<file path="src/rtl/flagrot_pkg.sv">
package flagrot_pkg;
  localparam int OPND_W  = 64;
  localparam int AMT_W   = $clog2(OPND_W);
  localparam int NFLAG   = 4;
  localparam int IDX_W   = 5;

  // Fixed opcode fields; positions are part of the instruction encoding.
  localparam logic [7:0] MAJOR_OPC = 8'b1101_0000;
  localparam logic [4:0] MINOR_OPC = 5'b00001;

  typedef struct packed {
    logic             shape_ok;
    logic             exec;
    logic             undef_req;
    logic [AMT_W-1:0] amt;
    logic [NFLAG-1:0] mask;
    logic [IDX_W-1:0] src;
  } dec_t;
endpackage

</file>
<file path="src/rtl/flagrot_decode.sv">
module flagrot_decode
  import flagrot_pkg::*;
(
  input  logic        vld,
  input  logic [31:0] word,
  input  logic        feat_en,
  output dec_t        dec
);
  logic fixed_ok;
  logic allowed;

  always_comb begin
    fixed_ok = (word[30] == 1'b0) && (word[29] == 1'b1) &&
               (word[28:21] == MAJOR_OPC) && (word[14:10] == MINOR_OPC) &&
               (word[4] == 1'b0);
    allowed  = word[31] & feat_en;

    dec.shape_ok  = vld & fixed_ok;
    dec.exec      = vld & fixed_ok & allowed;
    dec.undef_req = vld & fixed_ok & ~allowed;
    dec.amt       = word[20:15];
    dec.src       = word[9:5];
    dec.mask      = word[3:0];
  end
endmodule

</file>
<file path="src/rtl/flagrot_rotate.sv">
module flagrot_rotate #(
  parameter int DATA_W = 64,
  parameter int OUT_W  = 4,
  localparam int SEL_W = $clog2(DATA_W)
) (
  input  logic [DATA_W-1:0] opnd,
  input  logic [SEL_W-1:0]  amt,
  output logic [OUT_W-1:0]  nib
);
  // Each output bit picks one operand bit; the index wraps modulo DATA_W,
  // which is the same as slicing the operand concatenated with itself.
  for (genvar i = 0; i < OUT_W; i++) begin : g_bit
    logic [SEL_W-1:0] pos;
    assign pos    = amt + SEL_W'(i);
    assign nib[i] = opnd[pos];
  end
endmodule

</file>
<file path="src/rtl/flagrot_flagreg.sv">
module flagrot_flagreg #(
  parameter int NF = 4
) (
  input  logic          clk,
  input  logic          rst,
  input  logic          wr_en,
  input  logic [NF-1:0] mask,
  input  logic [NF-1:0] nib,
  output logic [NF-1:0] flags_q
);
  for (genvar i = 0; i < NF; i++) begin : g_flag
    always_ff @(posedge clk) begin
      if (rst)                  flags_q[i] <= 1'b0;
      else if (wr_en && mask[i]) flags_q[i] <= nib[i];
    end

    // an unselected flag holds across a write
    a_r7_masked_hold: assert property (@(posedge clk) disable iff (rst)
      (wr_en && !mask[i]) |=> (flags_q[i] == $past(flags_q[i])));
  end

  // selected flags take the rotated bits
  a_r6_selected_write: assert property (@(posedge clk) disable iff (rst)
    wr_en |=> ((flags_q & $past(mask)) == ($past(nib) & $past(mask))));

  // no write request, no change
  a_r4_idle_hold: assert property (@(posedge clk) disable iff (rst)
    !wr_en |=> $stable(flags_q));
endmodule

</file>
<file path="src/rtl/flag_rotins_unit.sv">
module flag_rotins_unit
  import flagrot_pkg::*;
(
  input  logic              clk,
  input  logic              rst,
  input  logic              insn_vld,
  input  logic [31:0]       insn_word,
  input  logic              feat_en,
  output logic [IDX_W-1:0]  src_idx,
  input  logic [OPND_W-1:0] src_data,
  output logic [NFLAG-1:0]  flags_q,
  output logic              undef_pulse
);
  dec_t             dec;
  logic [NFLAG-1:0] rot_nib;

  flagrot_decode u_dec (
    .vld     (insn_vld),
    .word    (insn_word),
    .feat_en (feat_en),
    .dec     (dec)
  );

  assign src_idx = dec.src;

  flagrot_rotate #(.DATA_W(OPND_W), .OUT_W(NFLAG)) u_rot (
    .opnd (src_data),
    .amt  (dec.amt),
    .nib  (rot_nib)
  );

  flagrot_flagreg #(.NF(NFLAG)) u_flags (
    .clk     (clk),
    .rst     (rst),
    .wr_en   (dec.exec),
    .mask    (dec.mask),
    .nib     (rot_nib),
    .flags_q (flags_q)
  );

  always_ff @(posedge clk) begin
    if (rst) undef_pulse <= 1'b0;
    else     undef_pulse <= dec.undef_req;
  end

  // an undefined word writes no flag
  a_r2_undef_no_write: assert property (@(posedge clk) disable iff (rst)
    undef_pulse |-> $stable(flags_q));

  // a non-matching valid word is silent
  a_r4_silent_ignore: assert property (@(posedge clk) disable iff (rst)
    (insn_vld && !dec.shape_ok) |=> (!undef_pulse && $stable(flags_q)));

  // an executed word never yields an undefined pulse next cycle
  a_r8_exec_clean: assert property (@(posedge clk) disable iff (rst)
    dec.exec |=> !undef_pulse);

  // source index follows word bits 9:5
  always_comb begin
    a_r10_src_idx: assert (src_idx == insn_word[9:5]);
  end
endmodule

</file>
<file path="config.mk">
export PLATFORM = sky130hd
export DESIGN_NAME = flag_rotins_unit
export DESIGN_NICKNAME = d
export VERILOG_FILES = /design/src/rtl/flagrot_pkg.sv /design/src/rtl/flagrot_decode.sv /design/src/rtl/flagrot_rotate.sv /design/src/rtl/flagrot_flagreg.sv /design/src/rtl/flag_rotins_unit.sv
export SDC_FILE = /design/constraint.sdc
export NUM_CORES = 1
export LEC_CHECK = 0
export BUFFER_PORTS_ARGS = -buffer_cell sky130_fd_sc_hd__buf_2
export CORE_UTILIZATION = 50
export DETAILED_ROUTE_END_ITERATION = 10
export PLACE_DENSITY = 0.82
export SLEW_MARGIN = 20
export SYNTH_ARGS = -nofsm -noshare
export SYNTH_HDL_FRONTEND = slang
export SYNTH_HIERARCHICAL = 1
export SYNTH_SLANG_ARGS = --single-unit
</file>
<file path="constraint.sdc">
create_clock -name clk -period 2.93 [get_ports clk]
set_input_delay 0 -clock clk [delete_from_list [all_inputs] [get_ports clk]]
set_output_delay 0 -clock clk [all_outputs]
set_load 0.02 [all_outputs]
</file>
==> results.yml, run 1 <==
status:
  outcome: "finished, final reports clean"
sta:
  hold_viol_final: 0
  setup_viol: 0
  slew_headroom_pct: 48.9
  clock_skew_ps: 0
  slew_violations: 0
  finalCritPeriodShare_pct: 80.8
  fin_ws_ps: 562
  setup_tns_ps: 0
  worstMarginPinSlew_ps: 766
  hold_slack_ps: 0.00885
  max_freq_mhz: 422
  post-route-min-period_ps: 2370
  rsz0062_at_grt: "false"
floorplanning:
  fp.coreArea_um2: 5170
  rows: 26
  die-area_um2: 5700
  start_util_pct: 52.2
  die_h_um: 75.5
  die_w_um: 75.5
  boundaryPins: 110
routing:
  viasPerCell: 6.66
  finalWirelength_um: 7540
  first_pass_iters: 5
  drc: 0
  ant_nets: 0
  num_vias: 2578
  drtIter0Drc: 217
  wl_per_cell_um: 19.5
cts:
  cts.path.max_buffers: 2
  cts_resized: 0
  ctsHoldBuffers: 0
  cts_setup_buffers: 0
  cts.reportedPaths.clkPinSlew_ps: 30
  clock_latency_ps: 220
  h-tree-depth: 1
  cts_tree: "built"
  numCtsBuffers: 3
  cts_sinks: 5
  root_buffer: "clkbuf_8"
grt:
  grt_use_met2_pct: 45.2
  grt_pass1_vias: 2414
  grt_usage_pct: 27.5
  grt_start_max_net_pins: 56
  grt_overflow: 0
  busiest_layer: "met2"
  grt_pass1_wl_um: 11700
  antenna_found_initial: 0
  met3_usage_pct: 3.70
  use_met1_pct: 37.9
setup_path:
  worstPathBufferInverterCount: 2
  path_cells: "buf_2, buf_4, a21o_1, xor2_1, mux4_2, mux2i_1, o31ai_1, o32a_1, nand3_1, a21oi_1"
  reg2reg_slack_ps: 2210
  path_class: "input port to flip-flop"
  cp_max_fo: 55
  worst_path_max_delay_cell: "buf_4"
  arrival_ps: 2480
  crit_path_end_kind: "flip-flop"
  worstReg2RegStart: "u_flags/flags_q[0]"
  crit_family: "buffers and inverters"
  slowest_delay_ps: 610
  rr_worst_depth: 2
  cp-start-kind: "input port"
  required_ps: 3040
  r2r-end: "u_flags/flags_q[0]"
place:
  pre_cts_slack_ps: 360
  dp_hpwl_um: 6110
  port_buffers: 99
  place_inst: 383
  routabilityCongestion: 1.05
  postPlaceCellArea_um2: 3130
pwr:
  cellPowerDensity_nw_per_um2: 240
  finalPower_uw: 762
  power.leakage_nw: 1.30
  ir_drop_uv: 221
layout:
  fin_cells: 387
  final_nets: 422
  layout_common_cells: "buf_2 (99), mux4_2 (59), nand2_1 (25)"
  stdcell_area_um2: 3180
  final_common_cell: "buf_2"
  diodes: 0
  drive_gt1_share_pct: 59.3
  area_growth_pct: 17.6
  fillers: 436
  utilization_pct: 61.4
min_path:
  hold_class: "input port to output port"
  min_to: "src_idx[1]"
  hold_start: "insn_word[6]"
  min_path_cells: 0
yosys:
  synth_nets: 343
  syn_area_um2: 2700
  synth_cells: 239
  ys_warn_count: 6
  avgSynthCellArea_um2: 11.3
job:
  max-cap-violations: 0
## state kept, by name, summed over array words and instances, names as in the netlist
signal,flops
undef_pulse,1
u_flags/flags_q,4
## metal layers
layer | share of wire (%) | routed length [um]
met5 | 0 | 0
met4 | 1.3 | 95
met3 | 11 | 857
met2 | 49 | 3670
met1 | 39 | 2920
## how the worst max path moves through the flow
stage,cells past startpoint,endpoint,from
after global placement,10,u_flags/flags_q[2],insn_word[16]
final,10,u_flags/flags_q[3],insn_word[15]
after detailed placement,10,u_flags/flags_q[3],insn_word[15]
after CTS,10,u_flags/flags_q[3],insn_word[15]
after global routing,10,u_flags/flags_q[3],insn_word[15]
after floorplan,13,u_flags/flags_q[2],insn_word[16]
## where the power goes
part           switching [mW]  internal [mW]  leakage [nW]
Clock                  0.0359         0.0936        0.0228
Combinational           0.260          0.304          1.23
Sequential       0.0000000455         0.0685        0.0402
## final cells by class
type	count	area (um^2)	area share [%]
inverters	4	15.0	0.472
clock buffers	4	45.0	1.42
multi-input cells	194	2350	74.0
flip-flops and latches	5	100	3.15
repair buffers	110	578	18.2
well taps	70	87.6	2.76
Note: power is estimated with default switching activity, not from simulation.
==> run 2: changes to the inputs <==
--- a/config.mk
+++ b/config.mk
@@ -6,9 +6,9 @@
 export NUM_CORES = 1
 export LEC_CHECK = 0
 export BUFFER_PORTS_ARGS = -buffer_cell sky130_fd_sc_hd__buf_2
-export CORE_UTILIZATION = 50
+export CORE_UTILIZATION = 46
 export DETAILED_ROUTE_END_ITERATION = 10
-export PLACE_DENSITY = 0.82
+export PLACE_DENSITY = 0.8
 export SLEW_MARGIN = 20
 export SYNTH_ARGS = -nofsm -noshare
 export SYNTH_HDL_FRONTEND = slang
==> constraint.sdc (replaced) <==
create_clock -name clk -period 1.98 [get_ports clk]
set_input_delay 0 -clock clk [delete_from_list [all_inputs] [get_ports clk]]
set_output_delay 0 -clock clk [all_outputs]
set_load 0.02 [all_outputs]
==> run 2 against run 1 <==
Worst hold slack about the same. Non-clock buffer count increased by 37. Count of clock-buffer cells in the layout stayed put. Utilization rose by 4.6 points. Register-to-register slack worse by 970 ps.
==> results.yml, run 2 (same netlist as run 1, synthesis figures left out) <==
pwr:
  finalPower_mw: 1.31
  ir_drop_uv: 215
  cellPowerDensity_nw_per_um2: 356
  power.leakage_nw: 1.54
sta:
  rsz0062_at_grt: "true"
  max_freq_mhz: 518
  slew_headroom_pct: 71.6
  post-route-min-period_ps: 1930
  hold_slack_ps: 0.0390
  slew_violations: 0
  worstMarginPinSlew_ps: 426
  clock_skew_ps: 0
  hold_viol_final: 0
  finalCritPeriodShare_pct: 97.5
  setup_viol: 0
setup_path:
  startpoint: "insn_word[16]"
  path_cells: "buf_4, buf_12, inv_8, ha_4, xor2_1, buf_4, nand2_1, a32o_1, o41ai_1, o32a_1, nand3_1, a21oi_1"
  critPathCapture: "u_flags/flags_q[3]"
  worstReg2RegStart: "u_flags/flags_q[0]"
  path_class: "input port to flip-flop"
  required_ps: 2130
  cp_max_fo: 4
  path_common_cell: "buf_4"
  reg2reg_slack_ps: 1240
  r2r-end: "u_flags/flags_q[0]"
  slowest_delay_ps: 380
  arrival_ps: 2080
  rr_worst_depth: 2
  cp-start-kind: "input port"
  worst_path_max_delay_cell: "o41ai_1"
  crit_path_end_kind: "flip-flop"
min_path:
  min_path_cells: 0
  hold_class: "input port to output port"
place:
  routabilityCongestion: 0.942
  dp_hpwl_um: 6840
  postPlaceCellArea_um2: 3570
  port_buffers: 99
layout:
  top_register: "u_flags/flags_q"
  stdcell_area_um2: 3680
  drive_gt1_share_pct: 68.1
  final_nets: 459
  diodes: 0
  layout_common_cells: "buf_2 (98), mux4_2 (60), buf_4 (40)"
  fillers: 419
  seqCellArea_um2: 100
  area_growth_pct: 36.3
  reg_top3: "u_flags/flags_q (4), undef_pulse (1)"
  final_common_cell: "buf_2"
  multi_input_area_um2: 2440
  largest_reg_flops: 4
  utilization_pct: 66.1
routing:
  finalWirelength_um: 8450
  num_vias: 2777
  viasPerCell: 6.52
  ant_nets: 0
  wl_met3_um: 881
  drtIter0Drc: 211
  wl_per_cell_um: 19.8
  routedLengthMet1_um: 3180
  drc: 0
  dr_wl_met2_um: 4190
  routed.top_layer: "met4"
  first_pass_iters: 5
floorplanning:
  start_util_pct: 48.5
  die_w_um: 78.7
  fp.coreArea_um2: 5570
  rows: 27
  die-area_um2: 6190
  boundaryPins: 110
  die_h_um: 78.7
grt:
  grt_usage_pct: 27.0
  grt_pass1_vias: 2646
  antenna_found_initial: 0
  grt_pass1_wl_um: 13100
  grt_overflow: 0
  grt_start_max_net_pins: 24
cts:
  ctsHoldBuffers: 0
  numCtsBuffers: 3
  clock_latency_ps: 220
  cts.reportedPaths.clkPinSlew_ps: 30
  h-tree-depth: 1
  cts_sinks: 5
  cts.path.max_buffers: 2
  cts_tree: "built"
  root_buffer: "clkbuf_8"
job:
  max-cap-violations: 0
status:
  outcome: "finished, final reports clean"
run 2: layer usage:
layer / track usage, % / vias to the layer above
met2: 46.2 / 190
met5: 0 / -
li1: - / 1204
met3: 3.84 / 23
met1: 35.0 / 1360
met4: 8.70 / 0
run 2: area by class of cell:
class	instances	share of cell area [%]
multi-input combinational	194	66.3
timing repair buffer	147	26.1
sequential	5	2.72
tap	72	2.45
clock buffer	4	1.22
inverter	4	1.15
run 2: stage by stage:
stage               setup TNS (ps)  setup WS, ps  cells
floorplan                     -291          -175    239
global placement              -478          -141    418
detailed placement            -700          -220    418
CTS                              0          42.2    422
global route                 -7.84         -4.10    426
finish                           0          50.0    426
run 2: worst min-delay path by stage:
stage	start	endpoint	slack (ps)
2_1_floorplan	rst	u_flags/flags_q[0]	60
3_3_place_gp	insn_word[5]	src_idx[0]	0.1
3_5_place_dp	insn_word[5]	src_idx[0]	0.1
4_1_cts	insn_word[5]	src_idx[0]	0.1
5_1_grt	insn_word[9]	src_idx[4]	0.09
6_report	insn_word[5]	src_idx[0]	0.04
run 2: timing repair:
| item | CTS | global route |
|---|---|---|
| endpoints found under the setup margin | 1 | 3 |
| pin swaps | 0 | 3 |
| gates resized for setup | 1 | 6 |
| setup buffers | 0 | 4 |
run 2: critical path: cells and delay by family:
family,cells,cell delay (ps)
AO/OA/AOI/OAI,4,1030
XOR/XNOR,1,220
adder cells (fa/ha/maj),1,180
AND/OR/NAND/NOR,2,140
buffers and inverters,4,490
run 2: power by group:
part	switching, mW	internal, mW
registers	0.0000000853	0.101
clock network	0.0486	0.138
logic	0.446	0.577
total	0.495	0.817
